[src/rtl/eiu_pkg.sv]
package eiu_pkg;
  localparam int ADDR_W = 3;

  typedef enum logic [ADDR_W-1:0] {
    A_SEL0 = 3'd0,
    A_SEL1 = 3'd1,
    A_SEL2 = 3'd2,
    A_SEL3 = 3'd3,
    A_RISE = 3'd4,
    A_FALL = 3'd5,
    A_MASK = 3'd6,
    A_PEND = 3'd7
  } eiu_addr_e;
endpackage

[src/rtl/eiu_line_sync.sv]
module eiu_line_sync #(
  parameter int NUM_PORTS = 4,
  parameter int SEL_W     = 4
) (
  input  logic                 clk,
  input  logic                 rst,
  input  logic [NUM_PORTS-1:0] pins,
  input  logic [SEL_W-1:0]     sel,
  output logic                 rose,
  output logic                 fell
);
  logic chosen;
  logic s1_q, s2_q, prev_q;

  // Port multiplexer; out-of-range selections read as 0
  always_comb begin
    chosen = 1'b0;
    for (int p = 0; p < NUM_PORTS; p++) begin
      if (sel == SEL_W'(p)) chosen = pins[p];
    end
  end

  always_ff @(posedge clk) begin
    if (rst) begin
      s1_q   <= 1'b0;
      s2_q   <= 1'b0;
      prev_q <= 1'b0;
    end else begin
      s1_q   <= chosen;
      s2_q   <= s1_q;
      prev_q <= s2_q;
    end
  end

  assign rose = s2_q & ~prev_q;
  assign fell = ~s2_q & prev_q;
endmodule

[src/rtl/eiu_regs.sv]
module eiu_regs
  import eiu_pkg::*;
#(
  parameter int NUM_LINES = 16,
  parameter int SEL_W     = 4
) (
  input  logic                       clk,
  input  logic                       rst,
  input  logic                       wr_en,
  input  logic [ADDR_W-1:0]          wr_addr,
  input  logic [NUM_LINES-1:0]       wr_data,
  input  logic [ADDR_W-1:0]          rd_addr,
  input  logic [NUM_LINES-1:0]       edge_hit,
  output logic [NUM_LINES*SEL_W-1:0] sel_flat,
  output logic [NUM_LINES-1:0]       rise_en,
  output logic [NUM_LINES-1:0]       fall_en,
  output logic [NUM_LINES-1:0]       mask,
  output logic [NUM_LINES-1:0]       pend,
  output logic [NUM_LINES-1:0]       rd_data
);
  localparam int DATA_W   = NUM_LINES;
  localparam int SEL_REGS = (NUM_LINES * SEL_W) / DATA_W;

  logic [DATA_W-1:0] sel_q [SEL_REGS];
  logic [DATA_W-1:0] rise_q, fall_q, mask_q, pend_q, rd_q, rd_d, clr;

  assign clr = (wr_en && (wr_addr == A_PEND)) ? wr_data : '0;

  always_ff @(posedge clk) begin
    if (rst) begin
      for (int i = 0; i < SEL_REGS; i++) sel_q[i] <= '0;
      rise_q <= '0;
      fall_q <= '0;
      mask_q <= '0;
      pend_q <= '0;
    end else begin
      if (wr_en) begin
        case (eiu_addr_e'(wr_addr))
          A_RISE: rise_q <= wr_data;
          A_FALL: fall_q <= wr_data;
          A_MASK: mask_q <= wr_data;
          A_PEND: ;
          default: begin
            for (int i = 0; i < SEL_REGS; i++)
              if (wr_addr == ADDR_W'(i)) sel_q[i] <= wr_data;
          end
        endcase
      end
      // new edge takes priority over a simultaneous clear
      pend_q <= (pend_q & ~clr) | edge_hit;
    end
  end

  always_comb begin
    rd_d = '0;
    case (eiu_addr_e'(rd_addr))
      A_RISE: rd_d = rise_q;
      A_FALL: rd_d = fall_q;
      A_MASK: rd_d = mask_q;
      A_PEND: rd_d = pend_q;
      default: begin
        for (int i = 0; i < SEL_REGS; i++)
          if (rd_addr == ADDR_W'(i)) rd_d = sel_q[i];
      end
    endcase
  end

  always_ff @(posedge clk) begin
    if (rst) rd_q <= '0;
    else     rd_q <= rd_d;
  end

  genvar g;
  generate
    for (g = 0; g < SEL_REGS; g++) begin : g_sel
      assign sel_flat[g*DATA_W +: DATA_W] = sel_q[g];
    end
  endgenerate

  assign rise_en = rise_q;
  assign fall_en = fall_q;
  assign mask    = mask_q;
  assign pend    = pend_q;
  assign rd_data = rd_q;
endmodule

[src/rtl/eiu_irq_merge.sv]
module eiu_irq_merge #(
  parameter int NUM_LINES = 16,
  parameter int G0_HI     = 1,
  parameter int G1_HI     = 3
) (
  input  logic                 clk,
  input  logic                 rst,
  input  logic [NUM_LINES-1:0] pend,
  input  logic [NUM_LINES-1:0] mask,
  output logic [2:0]           irq
);
  logic [NUM_LINES-1:0] active;
  logic [2:0]           irq_d, irq_q;

  assign active   = pend & mask;
  assign irq_d[0] = |active[G0_HI:0];
  assign irq_d[1] = |active[G1_HI:G0_HI+1];
  assign irq_d[2] = |active[NUM_LINES-1:G1_HI+1];

  always_ff @(posedge clk) begin
    if (rst) irq_q <= '0;
    else     irq_q <= irq_d;
  end

  assign irq = irq_q;
endmodule

[src/rtl/eiu_top.sv]
module eiu_top
  import eiu_pkg::*;
#(
  parameter int NUM_LINES = 16,
  parameter int NUM_PORTS = 4,
  parameter int SEL_W     = 4,
  parameter int G0_HI     = 1,
  parameter int G1_HI     = 3
) (
  input  logic                           clk,
  input  logic                           rst,
  input  logic [NUM_PORTS*NUM_LINES-1:0] port_pins,
  input  logic                           wr_en,
  input  logic [2:0]                     wr_addr,
  input  logic [NUM_LINES-1:0]           wr_data,
  input  logic [2:0]                     rd_addr,
  output logic [NUM_LINES-1:0]           rd_data,
  output logic [2:0]                     irq_grp
);
  logic [NUM_LINES*SEL_W-1:0] sel_flat;
  logic [NUM_LINES-1:0] rise_en, fall_en, mask_q, pend_q;
  logic [NUM_LINES-1:0] rose, fell, edge_hit;

  genvar n;
  generate
    for (n = 0; n < NUM_LINES; n++) begin : g_line
      logic [NUM_PORTS-1:0] line_pins;
      for (genvar p = 0; p < NUM_PORTS; p++) begin : g_pin
        assign line_pins[p] = port_pins[p*NUM_LINES + n];
      end
      eiu_line_sync #(.NUM_PORTS(NUM_PORTS), .SEL_W(SEL_W)) u_sync (
        .clk  (clk),
        .rst  (rst),
        .pins (line_pins),
        .sel  (sel_flat[n*SEL_W +: SEL_W]),
        .rose (rose[n]),
        .fell (fell[n])
      );
    end
  endgenerate

  assign edge_hit = (rose & rise_en) | (fell & fall_en);

  eiu_regs #(.NUM_LINES(NUM_LINES), .SEL_W(SEL_W)) u_regs (
    .clk      (clk),
    .rst      (rst),
    .wr_en    (wr_en),
    .wr_addr  (wr_addr),
    .wr_data  (wr_data),
    .rd_addr  (rd_addr),
    .edge_hit (edge_hit),
    .sel_flat (sel_flat),
    .rise_en  (rise_en),
    .fall_en  (fall_en),
    .mask     (mask_q),
    .pend     (pend_q),
    .rd_data  (rd_data)
  );

  eiu_irq_merge #(.NUM_LINES(NUM_LINES), .G0_HI(G0_HI), .G1_HI(G1_HI)) u_merge (
    .clk  (clk),
    .rst  (rst),
    .pend (pend_q),
    .mask (mask_q),
    .irq  (irq_grp)
  );
endmodule

[config.mk]
export PLATFORM = sky130hd
export DESIGN_NAME = eiu_top
export DESIGN_NICKNAME = d
export VERILOG_FILES = /design/src/rtl/eiu_pkg.sv /design/src/rtl/eiu_line_sync.sv /design/src/rtl/eiu_regs.sv /design/src/rtl/eiu_irq_merge.sv /design/src/rtl/eiu_top.sv
export SDC_FILE = /design/constraint.sdc
export NUM_CORES = 1
export LEC_CHECK = 0
export BUFFER_PORTS_ARGS = -buffer_cell sky130_fd_sc_hd__buf_4
export CORE_MARGIN = 5
export CORE_UTILIZATION = 50
export DETAILED_ROUTE_END_ITERATION = 10
export PLACE_DENSITY = 0.7
export SYNTH_ARGS = -nofsm -noshare
export SYNTH_HDL_FRONTEND = slang
export SYNTH_HIERARCHICAL = 1
export SYNTH_SLANG_ARGS = --single-unit
[constraint.sdc]
create_clock -name clk -period 1.7 [get_ports clk]
set_clock_uncertainty 0.2 [all_clocks]
set_input_delay 0.255 -clock clk [delete_from_list [all_inputs] [get_ports clk]]
set_output_delay 0.255 -clock clk [all_outputs]
set_load 0.005 [all_outputs]
==> results by group <==
Power
  – Power after layout: 10.5 mW
  – P per Cell Area: 975 mW/mm^2
  – Largest vdd supply drop: 801 uV
  – Leak pwr: 4.11 nW

Setup path
  – CP max-delay cell: dlygate4sd3_1
  – Cell Chain, Critical Path: dlygate4sd3_1, buf_4, buf_4, buf_4, nor4_1
  – Buf+Inv Stages, Crit Path: 4
  – R2R Path End: u_regs/rd_data[3]$_SDFF_PP0_
  – Flop2flop setup slack: 0.15 ns
  – Kind of cell with the highest combined delay on the critical path: buffers and inverters
  – R2R Path Start: u_regs/sel_q[1][3]$_SDFFCE_PN0P_
  – Kind of start point of the critical path: input port
  – Stages on the worst setup path: 5
  – Top fanout value on the critical path: 16
  – Type of the setup path with the least slack: input port to register
  – Worst endpoint required time: 1.73 ns
  – Element type at the critical path end: register
  – Critical path data arrival time: 1.69 ns
  – Most numerous cell on the critical path: buf_4
  – Delay of the slowest cell on the worst path: 0.54 ns
  – R2R depth: 3
  – Launch point of the critical path: wr_addr[0]
  – Worst setup path endpoint: u_regs/sel_q[2][10]$_SDFFCE_PN0P_

Timing
  – Aggregate negative setup slack: 0 ns
  – Worst Hold Slack: 0.0694 ns
  – Final period utilization: 97.9%
  – Final hold violations: 0
  – Max Freq: 601 MHz
  – Normalized max-slew margin: 75.9%
  – Final Critical Period: 1.67 ns
  – Slew at the pin closest to its max-slew limit: 0.361 ns
  – Final-report setup violation count: 0
  – Pins Over Slew Limit: 0
  – Unrepaired setup endpoints after global routing: true

Logic synthesis
  – Synthesis-stage register bit count: 195
  – Synth Warn #: 6
  – Ranking of synthesized cells by area: dfxtp_1, edfxtp_1, mux4_1
  – Count of different cell masters after synthesis: 33
  – Largest area contributor in the synthesized netlist: dfxtp_1
  – Average instance area after synthesis: 12.0 um^2
  – Net count after synthesis: 808
  – Mapped Area: 0.00864 mm^2
  – Cell count after synthesis: 719
  – Share of synthesized area occupied by flip-flops and latches: 52.6%
  – Synth top area share: 30.4%

GRT
  – Initial antenna violation count: 0
  – First-pass GRT wire length: 36.9 mm
  – Overall routing resource usage: 24.3%
  – Global-route congestion overflow total: 0
  – Largest net degree at the start of global routing: 65
  – Number of global-route vias before repair: 6446

Floorplanning
  – Height of the die: 141 um
  – IO Pins: 108
  – Area enclosed by the die boundary: 0.0200 mm^2
  – Num rows: 48
  – Width of the chip: 141 um
  – Placeable core area: 0.0171 mm^2
  – Initial core utilization: 50.5%

Routing
  – Per-cell via count in the routed design: 5.91
  – Wire per inst: 22.0 um
  – Count of vias placed by the detailed router: 6427
  – Post-route ant nets: 0
  – Drt initial violations: 605
  – Drt drc: 0
  – Routed Wire Length: 23.9 mm
  – Number of detailed-routing iterations run before antenna repair: 7

Clocking
  – Clock tree from TritonCTS: done
  – Number of buffers inserted during clock tree synthesis: 17
  – Clk_lat worst skew: 0.43 ns
  – Clock input transition at the sequential cells of the worst setup and hold paths: 0.07 ns
  – Total number of H-tree levels: 4
  – Cell at the root of the clock tree: clkbuf_16
  – Bufs on Longest Clock Path: 2
  – Total number of clock tree sinks: 195

Cells and area
  – Utilization of the core after routing: 62.7%
  – Layout cell share with drive strength beyond 1: 26.4%
  – Area overhead of the layout relative to synthesis: 24.3%
  – Fill count: 1297
  – Most common cell after layout, fill and taps aside: dfxtp_1
  – Most frequent cells in the layout: dfxtp_1, buf_4, nand2_1
  – Layout net count: 939
  – Diode insertion count for antenna repair: 0

Placed design
  – Total half-perimeter wirelength after legalization and detailed placement: 17.2 mm
  – Number of buffers inserted by port buffering: 107
  – Global placement routability congestion: 0.915

Run status
  – Result of the run: complete, no violations

Worst hold path
  – Worst Hold Class: input port to register

Flow run
  – Number of maximum-capacitance constraint violations: 0
through the flow:
step / cell area [um^2] / instances / worst slack [ns]
2_1_floorplan: 8640 / 719 / 0.128
3_3_place_gp: 9900 / 1038 / -0.00266
3_5_place_dp: 9900 / 1038 / -0.0472
4_1_cts: 10700 / 1088 / 0.0189
5_1_grt: 10700 / 1088 / -0.0294
6_report: 10700 / 1088 / 0.0349
kinds of logic (layout without fill, tap and decap cells):
kind of cell | after synthesis | in the layout | synth area share [%]
flops | 195 | 195 | 52.6
compound gates | 109 | 109 | 7.73
buf+inv | 83 | 227 | 4.79
mux | 64 | 64 | 15.5
simple gates | 268 | 268 | 19.4
metal layers:
layer,global-route usage (%),wire length (um),share of wire [%]
met1,33.0,9980,42
met2,39.7,11900,50
met3,4.62,1670,7.0
met4,7.42,385,1.6
met5,0,0,0
power breakdown:
part | internal [mW] | switching (mW) | total (mW)
logic | 0.567 | 0.490 | 1.06
registers | 4.99 | 0.166 | 5.16
clock network | 2.39 | 1.87 | 4.26
total | 7.95 | 2.52 | 10.5
state kept, by name, indices dropped and copies added, names as in the netlist:
signal	count
u_regs/sel_q	64
u_regs/rd_data	16
g_line.u_sync/prev_q	16
g_line.u_sync/s1_q	16
u_regs/rise_en	16
u_regs/mask	16
u_regs/pend	16
g_line.u_sync/s2_q	16
u_regs/fall_en	16
u_merge/irq	3
worst min-delay path by stage:
stage	startpoint	end	slack (ns)	depth (start not counted)
2_1_floorplan	rst	u_merge/irq[2]$_SDFF_PP0_	0.12	1
3_3_place_gp	g_line[5].u_sync/s1_q$_SDFF_PP0_	g_line[5].u_sync/s2_q$_SDFF_PP0_	0.22	1
3_5_place_dp	g_line[5].u_sync/s1_q$_SDFF_PP0_	g_line[5].u_sync/s2_q$_SDFF_PP0_	0.23	1
4_1_cts	wr_addr[1]	u_regs/sel_q[0][2]$_SDFFCE_PN0P_	0.05	2
5_1_grt	wr_addr[1]	u_regs/sel_q[0][0]$_SDFFCE_PN0P_	0.06	2
6_report	wr_addr[1]	u_regs/sel_q[0][3]$_SDFFCE_PN0P_	0.07	2
cell type report:
| class | count | area (um^2) | share of cell area, % |
|---|---|---|---|
| Clock buffer | 19 | 475 | 4.43 |
| Timing Repair Buffer | 161 | 1440 | 13.4 |
| Tap cell | 225 | 282 | 2.62 |
| Inverter | 34 | 128 | 1.19 |
| Sequential cell | 195 | 4540 | 42.3 |
| Clock inverter | 13 | 155 | 1.44 |
| Multi-Input combinational cell | 441 | 3710 | 34.6 |
what timing repair did:
item                       in CTS  in global routing
setup buffers                   0                  0
setup endpoints to repair       0                 14
gates resized for setup         0                  5
hold buffers                   18                  0
hold endpoints to repair       53                  0
synthesized netlist by cell type:
cell type  number
dfxtp_1       131
nand2_1        97
a21oi_1        64
edfxtp_1       64
nor2b_1        64
nor4_1         48
inv_1          32
mux4_1         26
mux4_2         22
a22o_1         19
clkbuf_1       18
nor2_1         18
mux2i_1        16
nor3_1         16
nor4b_4        16
o21ai_0        16
buf_2          13
buf_6          10
a31o_2          4
a221oi_2        3
buf_1           3
clkbuf_2        3
a22oi_1         2
and4b_1         2
buf_4           2
clkinv_1        2
nand4b_1        2
a31oi_1         1
and4bb_2        1
nand2b_1        1
nand4_1         1
nand4bb_1       1
nor2b_2         1
worst register-to-register path: cells and delay by family, from the launching register on:
family           cells  cell delay (ns)
AND/OR/NAND/NOR      1             0.06
multiplexers         2             0.70
flip-flops           1             0.47
Note: power is estimated with default switching activity, not from simulation.
